`src/rtl/gpio_od_pkg.sv`:
```
package gpio_od_pkg;
    localparam int unsigned GPIO_NCH_DEF   = 2;
    localparam int unsigned GPIO_FILT_DEF  = 4;
    localparam int unsigned GPIO_SYNC_DEF  = 2;

    function automatic int unsigned cnt_bits(input int unsigned n);
        return (n < 2) ? 1 : $clog2(n + 1);
    endfunction
endpackage

```
`src/rtl/gpio_od_sync.sv`:
```
module gpio_od_sync #(
    parameter int unsigned W      = 2,
    parameter int unsigned STAGES = 2
) (
    input  logic         clk,
    input  logic         rst_n,
    input  logic [W-1:0] din,
    output logic [W-1:0] dout
);
    logic [STAGES-1:0][W-1:0] chain_d, chain_q;

    always_comb begin
        chain_d[0] = din;
        for (int s = 1; s < STAGES; s++) begin
            chain_d[s] = chain_q[s-1];
        end
    end

    always_ff @(posedge clk or negedge rst_n) begin
        if (!rst_n) chain_q <= '1;
        else        chain_q <= chain_d;
    end

    assign dout = chain_q[STAGES-1];
endmodule

```
`src/rtl/gpio_od_filter.sv`:
```
module gpio_od_filter
    import gpio_od_pkg::*;
#(
    parameter int unsigned FILT_LEN = 4
) (
    input  logic clk,
    input  logic rst_n,
    input  logic lvl,
    input  logic armed,
    output logic fire
);
    localparam int unsigned CW = cnt_bits(FILT_LEN);
    localparam logic [CW-1:0] LAST = CW'(FILT_LEN - 1);

    typedef struct packed {
        logic          prev;
        logic [CW-1:0] cnt;
    } flt_t;

    flt_t st_d, st_q;
    logic fall;

    always_comb begin
        st_d      = st_q;
        st_d.prev = lvl;
        fall      = st_q.prev & ~lvl;
        fire      = 1'b0;
        if (!armed || lvl) begin
            st_d.cnt = '0;
        end else if (st_q.cnt == '0) begin
            st_d.cnt = fall ? CW'(1) : '0;
        end else if (st_q.cnt == LAST) begin
            fire     = 1'b1;
            st_d.cnt = '0;
        end else begin
            st_d.cnt = st_q.cnt + CW'(1);
        end
    end

    always_ff @(posedge clk or negedge rst_n) begin
        if (!rst_n) st_q <= '{prev: 1'b1, cnt: '0};
        else        st_q <= st_d;
    end
endmodule

```
`src/rtl/gpio_od_alert.sv`:
```
module gpio_od_alert
    import gpio_od_pkg::*;
#(
    parameter int unsigned NCH      = GPIO_NCH_DEF,
    parameter int unsigned FILT_LEN = GPIO_FILT_DEF,
    parameter int unsigned SYNC_LEN = GPIO_SYNC_DEF
) (
    input  logic           clk,
    input  logic           rst_n,
    input  logic           wr_drv_en,
    input  logic           wr_msk_en,
    input  logic [NCH-1:0] wr_bits,
    input  logic [NCH-1:0] pad_in,
    output logic [NCH-1:0] pad_pull_low,
    input  logic           alert_ack,
    output logic           alert_pull_low,
    output logic [NCH-1:0] rd_drv,
    output logic [NCH-1:0] rd_level
);
    typedef struct packed {
        logic [NCH-1:0] drv;
        logic [NCH-1:0] msk;
        logic           alert;
    } top_t;

    top_t           st_d, st_q;
    logic [NCH-1:0] lvl_s;
    logic [NCH-1:0] armed;
    logic [NCH-1:0] fire;
    logic [NCH-1:0] mask_cur;

    gpio_od_sync #(.W(NCH), .STAGES(SYNC_LEN)) u_sync (
        .clk  (clk),
        .rst_n(rst_n),
        .din  (pad_in),
        .dout (lvl_s)
    );

    for (genvar c = 0; c < NCH; c++) begin : g_ch
        assign armed[c] = st_q.drv[c] & ~st_q.msk[c];
        gpio_od_filter #(.FILT_LEN(FILT_LEN)) u_flt (
            .clk  (clk),
            .rst_n(rst_n),
            .lvl  (lvl_s[c]),
            .armed(armed[c]),
            .fire (fire[c])
        );
    end

    always_comb begin
        st_d = st_q;
        if (wr_drv_en) st_d.drv = wr_bits;
        if (wr_msk_en) st_d.msk = wr_bits;
        if (|fire)          st_d.alert = 1'b1;
        else if (alert_ack) st_d.alert = 1'b0;
    end

    always_ff @(posedge clk or negedge rst_n) begin
        if (!rst_n) st_q <= '{drv: '1, msk: '1, alert: 1'b0};
        else        st_q <= st_d;
    end

    assign pad_pull_low   = ~st_q.drv;
    assign alert_pull_low = st_q.alert;
    assign rd_drv         = st_q.drv;
    assign rd_level       = lvl_s;
    assign mask_cur       = st_q.msk;
endmodule

```
`config.mk`:
```
export PLATFORM = sky130hd
export DESIGN_NAME = gpio_od_alert
export DESIGN_NICKNAME = d
export VERILOG_FILES = /design/src/rtl/gpio_od_pkg.sv /design/src/rtl/gpio_od_sync.sv /design/src/rtl/gpio_od_filter.sv /design/src/rtl/gpio_od_alert.sv
export SDC_FILE = /design/constraint.sdc
export NUM_CORES = 1
export LEC_CHECK = 0
export BUFFER_PORTS_ARGS = -buffer_cell sky130_fd_sc_hd__clkbuf_2
export CAP_MARGIN = 20
export CORE_MARGIN = 8
export CORE_UTILIZATION = 50
export CTS_BUF_LIST = sky130_fd_sc_hd__clkbuf_4
export CTS_CLUSTER_SIZE = 30
export DETAILED_ROUTE_END_ITERATION = 8
export PLACE_DENSITY = 0.83
export SYNTH_ARGS = -nofsm -noshare
export SYNTH_HDL_FRONTEND = slang
export SYNTH_HIERARCHICAL = 1
export SYNTH_SLANG_ARGS = --single-unit
```
`constraint.sdc`:
```
create_clock -name clk -period 1.5 [get_ports clk]
set_input_delay 0.15 -clock clk [delete_from_list [all_inputs] [get_ports clk]]
set_output_delay 0.15 -clock clk [all_outputs]
set_load 0.01 [all_outputs]
```
==> results of run 1 <==
## worst min path at each step
stage | start | endpoint | slack (ns) | cells after the start
global placement | rst_n | g_ch[1].u_flt/st_q[0]$_DFF_PN0_ | 0.09 | 1
global route | alert_ack | alert_pull_low$_DFFE_PN0P_ | 0.02 | 2
floorplan | rst_n | alert_pull_low$_DFFE_PN0P_ | -0.15 | 0
detailed placement | rst_n | g_ch[1].u_flt/st_q[0]$_DFF_PN0_ | 0.09 | 1
CTS | alert_ack | alert_pull_low$_DFFE_PN0P_ | 0.02 | 2
finish | alert_ack | alert_pull_low$_DFFE_PN0P_ | 0.03 | 2
## registers in the layout, indices dropped and copies added (netlist names)
signal           cells
rd_drv               2
u_sync/chain_d       2
u_sync/dout          2
mask_cur             2
g_ch.u_flt/st_q      8
alert_pull_low       1
## power by group through the flow
| stage | clock network (mW) | registers [mW] | logic [mW] |
|---|---|---|---|
| after floorplan | 0 | 0.514 | 0.0392 |
| after global placement | 0 | 0.512 | 0.0810 |
| after detailed placement | 0 | 0.513 | 0.0826 |
| after CTS | 0.268 | 0.505 | 0.0897 |
| after global routing | 0.290 | 0.510 | 0.101 |
| final | 0.257 | 0.507 | 0.0914 |
## kinds of logic (layout without fill, tap and decap cells)
kind of cell | count (synthesis) | in the layout | share of synthesized area (%)
compound gates | 7 | 7 | 7.01
flops | 17 | 17 | 61.3
buf+inv | 7 | 29 | 3.68
fa+ha+maj | 4 | 4 | 7.01
simple gates | 16 | 16 | 16.8
mux | 2 | 2 | 4.20
## through the flow
step	instances	util (%)	power (mW)	setup slack [ns]	hold WS, ns
final	90	66.1	0.855	0.104	0.0308
after global routing	90	66.1	0.901	0.00648	0.0166
after floorplan	53	-	0.554	0.152	-0.146
after detailed placement	83	61.3	0.596	0.0622	0.0890
after global placement	83	61.3	0.593	0.176	0.0850
after CTS	90	65.9	0.863	0.0314	0.0190
## cell type report
cell class,count,area share [%]
Tap cell,15,2.16
Sequential cell,17,50.3
Timing Repair Buffer,18,12.1
Multi-Input combinational cell,29,29.0
Inverter,7,3.02
Clock buffer,4,3.45
## cell usage after synthesis, drive strengths merged
library cell   n
dfstp         10
dfrtp          7
inv            7
ha             4
nor3b          4
nor2           3
o21ai          3
mux2           2
nand2          2
nand2b         2
nand4b         2
nor4b          2
and4b          1
o21ba          1
o21bai         1
o2bb2ai        1
o32ai          1
## worst max-delay path, stage by stage, from the launching register on
cell	delay (ns)
dfstp_2	0.54
inv_1	0.07
nor2_2	0.18
nand2b_4	0.08
nor4b_1	0.28
nor2_1	0.09
o21ai_1	0.08
## timing repair
action,CTS,global route
setup buffers,0,0
gates resized for setup,0,1
hold endpoints to repair,9,0
hold buffers,3,0
setup endpoints to repair,0,1
## metal layers
layer	part of all wire, %	routed length (µm)	vias up	track usage (%)
li1	-	-	226	-
met1	41	570	232	12.1
met2	47	655	18	18.1
met3	8.8	124	5	4.96
met4	3.7	52	0	10.1
met5	0	0	-	0
==> flow_summary_export.csv, run 1 <==
group,metric,value,unit
drt,wl,1400,µm
timing,clock_skew,0.00273,ns
place,dp_hpwl,898,µm
global_routing,grt_use_total,11.8,%
final_layout,ff_latch_area,438,µm²
global_routing,grt_pass1_vias,526,
power,power_frac_comb,10.7,%
floorplanning,die_h,53.8,µm
critical_path,criticalPathCategory,"reg2reg",
power,p_leak,0.404,nW
global_routing,grt_overflow,0,
critical_path,cp-end-kind,"flop",
synthesis,synth.avg_cell_area,13.5,µm²
final_layout,finalInstanceArea,871,µm²
global_routing,grt_max_degree,18,
clock_tree,clockBufferDepth,2,
clock_tree,cts_tree,"built",
drt,routedWlPerCell,15.6,µm
min_path,min_path_type,"in2reg",
drt,vias_per_cell,5.34,
floorplanning,die_area,2890,µm²
timing,final_hold_viol_count,0,
timing,tns,0,ns
power,clockPowerShare,30.0,%
synthesis,synth_cells,53,
final_layout,drive_gt1_share,45.3,%
power,p_seq_share,59.3,%
floorplanning,coreArea,1320,µm²
final_layout,syn_to_final_growth,21.9,%
timing,setup_viol,0,
synthesis,synth_top_cell_by_area,"dfstp_2",
timing,rsz0062_at_grt,"false",
clock_tree,clock-root-buffer,"clkbuf_4",
critical_path,cp-start-kind,"flop",
clock_tree,clk_latency,0.29,ns
power,swShare,23.1,%
timing,slew_headroom,73.7,%
critical_path,r2r-end,"alert_pull_low$_DFFE_PN0P_",
final_layout,mostFrequentLayoutCell,"clkbuf_2",
synthesis,synth_area_leaders,"dfstp_2 (37%), dfrtp_1 (25%), ha_1 (7.0%)",
critical_path,cp_max_fo,4,
flow_run,drv_cap,0,
place,portBuffers,15,
floorplanning,core.rowCount,13,
place,gp_congestion,0.792,
critical_path,startpoint,"rd_drv[1]$_DFFE_PN1P_",
global_routing,antenna_found_initial,0,
floorplanning,initial_utilization,54.2,%
final_layout,fillers,93,
critical_path,required,1.72,ns
final_layout,most-common-layout-cells,"clkbuf_2 (15), dfstp_2 (10), inv_1 (7), dfrtp_1 (7)",
critical_path,r2r_start,"rd_drv[1]$_DFFE_PN1P_",
place,dpl_cell_area,808,µm²
timing,slew_violations,0,
clock_tree,cts-htree-levels,1,
timing,post-route-period-util,93.1,%
critical_path,ff2ff_path_depth,6,
status,status,"completed",
final_layout,multi_input_area,253,µm²
timing,finalCriticalPeriod,1.40,ns
synthesis,synth.distinct_cells,19,
clock_tree,cts.sinks,17,
synthesis,yosysSeqAreaShare,61.3,%
power,p_sw,0.198,mW
final_layout,n_antenna_cell,0,
drt,ant_nets,0,
timing,fmax,716,MHz
critical_path,cp_data_arrival_time,1.62,ns
floorplanning,ios,16,
floorplanning,die_x,53.8,µm
critical_path,cp-endpoint,"alert_pull_low$_DFFE_PN0P_",
global_routing,grt_first_pass_wirelength,2320,µm
synthesis,ys_seq_elements,17,
drt,drc,0,
synthesis,synth_top_area_share,36.8,%
drt,dr.pass1.iters,4,
synthesis,synth_nets,66,
synthesis,synth_area,714,µm²
power,internal_power,0.658,mW
drt,drtIter0Drc,6,
timing,tightest_slew,0.394,ns
power,power.density,982,nW/µm²
final_layout,nNetsFinal,89,
drt,vias,481,
critical_path,reg2reg_slack,0.10,ns
power,ir_drop,0.722,mV
synthesis,yosysWarnings,6,
clock_tree,clk_pin_slew_worst_paths,0.09,ns
clock_tree,cts-buffers-inserted,3,
(Power assumes the default switching activity.)
==> run 2, diff against run 1 <==
- clock period: 1.5 -> 1.6 ns (I/O delays scaled with it)
==> run 2 against run 1 <==
Final area shrank 0.29%. Flip-flop and latch count unchanged. Non-clock buffer count did not move.
==> flow_summary_export.csv, run 2 (synthesized netlist as in run 1, its figures left out) <==
group,metric,value,unit
critical_path,crit_family,"simple AND/OR/NAND/NOR gates",
drt,wl,1400,µm
final_layout,n_antenna_cell,0,
floorplanning,initial_utilization,54.2,%
critical_path,crit_chain,"inv_1, nor2_1, nand2b_4, nor4b_1, nor2_1, o21ai_1",
timing,tightest_slew,0.394,ns
floorplanning,die_h,53.8,µm
min_path,min_path_type,"in2reg",
status,status,"completed",
drt,routedWlPerCell,15.6,µm
clock_tree,hold_buffers,3,
clock_tree,cts_resized,0,
floorplanning,ios,16,
flow_run,drv_cap,0,
drt,vias,481,
drt,vias_per_cell,5.34,
timing,fmax,687,MHz
place,gp_congestion,0.792,
critical_path,cp_common_cell,"nor2_1",
floorplanning,coreArea,1320,µm²
critical_path,cp-end-kind,"flop",
timing,finalCriticalPeriod,1.46,ns
drt,ant_nets,0,
place,portBuffers,15,
clock_tree,cts.sinks,17,
timing,clock_skew,0.00273,ns
clock_tree,post-cts-setup-buffers,0,
timing,final_hold_viol_count,0,
global_routing,grt_overflow,0,
clock_tree,clock-root-buffer,"clkbuf_4",
drt,drc,0,
timing,holdWs,0.0408,ns
global_routing,grt_use_total,11.8,%
power,power.density,922,nW/µm²
final_layout,nNetsFinal,89,
critical_path,cp_max_fo,4,
final_layout,drive_gt1_share,44.0,%
floorplanning,die_x,53.8,µm
place,dp_hpwl,898,µm
critical_path,criticalPathCategory,"reg2reg",
global_routing,grt_max_degree,18,
global_routing,antenna_found_initial,0,
final_layout,most-common-layout-cells,"clkbuf_2 (15), dfstp_2 (10), inv_1 (7), dfrtp_1 (7)",
clock_tree,clk_latency,0.29,ns
floorplanning,core.rowCount,13,
timing,post-route-period-util,91.0,%
critical_path,slowest_stage,"dfstp_2",
final_layout,largest_reg_flops,8,
clock_tree,clockBufferDepth,2,
final_layout,mostFrequentLayoutCell,"clkbuf_2",
clock_tree,cts_tree,"built",
power,p_leak,0.404,nW
drt,dr.pass1.iters,4,
timing,rsz0062_at_grt,"false",
floorplanning,die_area,2890,µm²
final_layout,regMostFlops,"g_ch.u_flt/st_q",
timing,slew_violations,0,
timing,slew_headroom,73.7,%
global_routing,grt_pass1_vias,526,
clock_tree,cts-htree-levels,1,
power,ir_drop,0.677,mV
timing,tns,0,ns
final_layout,syn_to_final_growth,21.5,%
clock_tree,clk_pin_slew_worst_paths,0.09,ns
critical_path,cp-start-kind,"flop",
critical_path,cp_data_arrival_time,1.68,ns
critical_path,required,1.82,ns
drt,drtIter0Drc,6,
critical_path,cp_slowest_stage_delay,0.54,ns
final_layout,fin_util,65.9,%
timing,setup_viol,0,
global_routing,grt_first_pass_wirelength,2320,µm
clock_tree,cts-buffers-inserted,3,
critical_path,crit_buf_inv,1,
==> run 2: cell counts in the layout (fill, tap and decap cells not counted) <==
Identical to the previous run, type by type.
==> run 2: stage by stage <==
step | std cells | worst slack [ns] | total power [mW] | instance area [µm²]
2_1_floorplan | 53 | 0.252 | 0.519 | 714
3_3_place_gp | 83 | 0.276 | 0.556 | 808
3_5_place_dp | 83 | 0.162 | 0.558 | 808
4_1_cts | 90 | 0.131 | 0.809 | 868
5_1_grt | 90 | 0.0379 | 0.844 | 868
6_report | 90 | 0.144 | 0.800 | 868
==> run 2: final cells by class <==
class	instances	area [µm²]
fill	94	449
sequential	17	438
multi-input combinational	29	250
timing repair buffer	18	105
clock buffer	4	30.0
tap	15	18.8
inverter	7	26.3
==> run 2: metal layers <==
metal | vias to the layer above | part of all wire, % | track usage, %
met3 | 5 | 8.8 | 4.96
met2 | 18 | 47 | 18.1
met1 | 232 | 41 | 12.1
met5 | - | 0 | 0
li1 | 226 | - | -
met4 | 0 | 3.7 | 10.1
==> run 2: where the power goes <==
part	internal (mW)	switching (mW)	total (mW)
registers	0.462	0.0123	0.475
clock network	0.114	0.127	0.241
logic	0.0396	0.0453	0.0849
==> run 2: path summary, 6_finish.rpt <==
kind | from | end | slack (ns) | cells after the start
worst max register to register | rd_drv[1]$_DFFE_PN1P_ | alert_pull_low$_DFFE_PN0P_ | 0.14 | 6
worst min register to register | u_sync/chain_d[3]$_DFF_PN1_ | u_sync/dout[1]$_DFF_PN1_ | 0.36 | 0
max in group asynchronous | rst_n | g_ch[0].u_flt/st_q[3]$_DFF_PN1_ | 0.95 | 2
min in group asynchronous | rst_n | g_ch[1].u_flt/st_q[2]$_DFF_PN0_ | 0.34 | 2
worst min-delay path | alert_ack | alert_pull_low$_DFFE_PN0P_ | 0.04 | 2
worst max-delay path | rd_drv[1]$_DFFE_PN1P_ | alert_pull_low$_DFFE_PN0P_ | 0.14 | 6
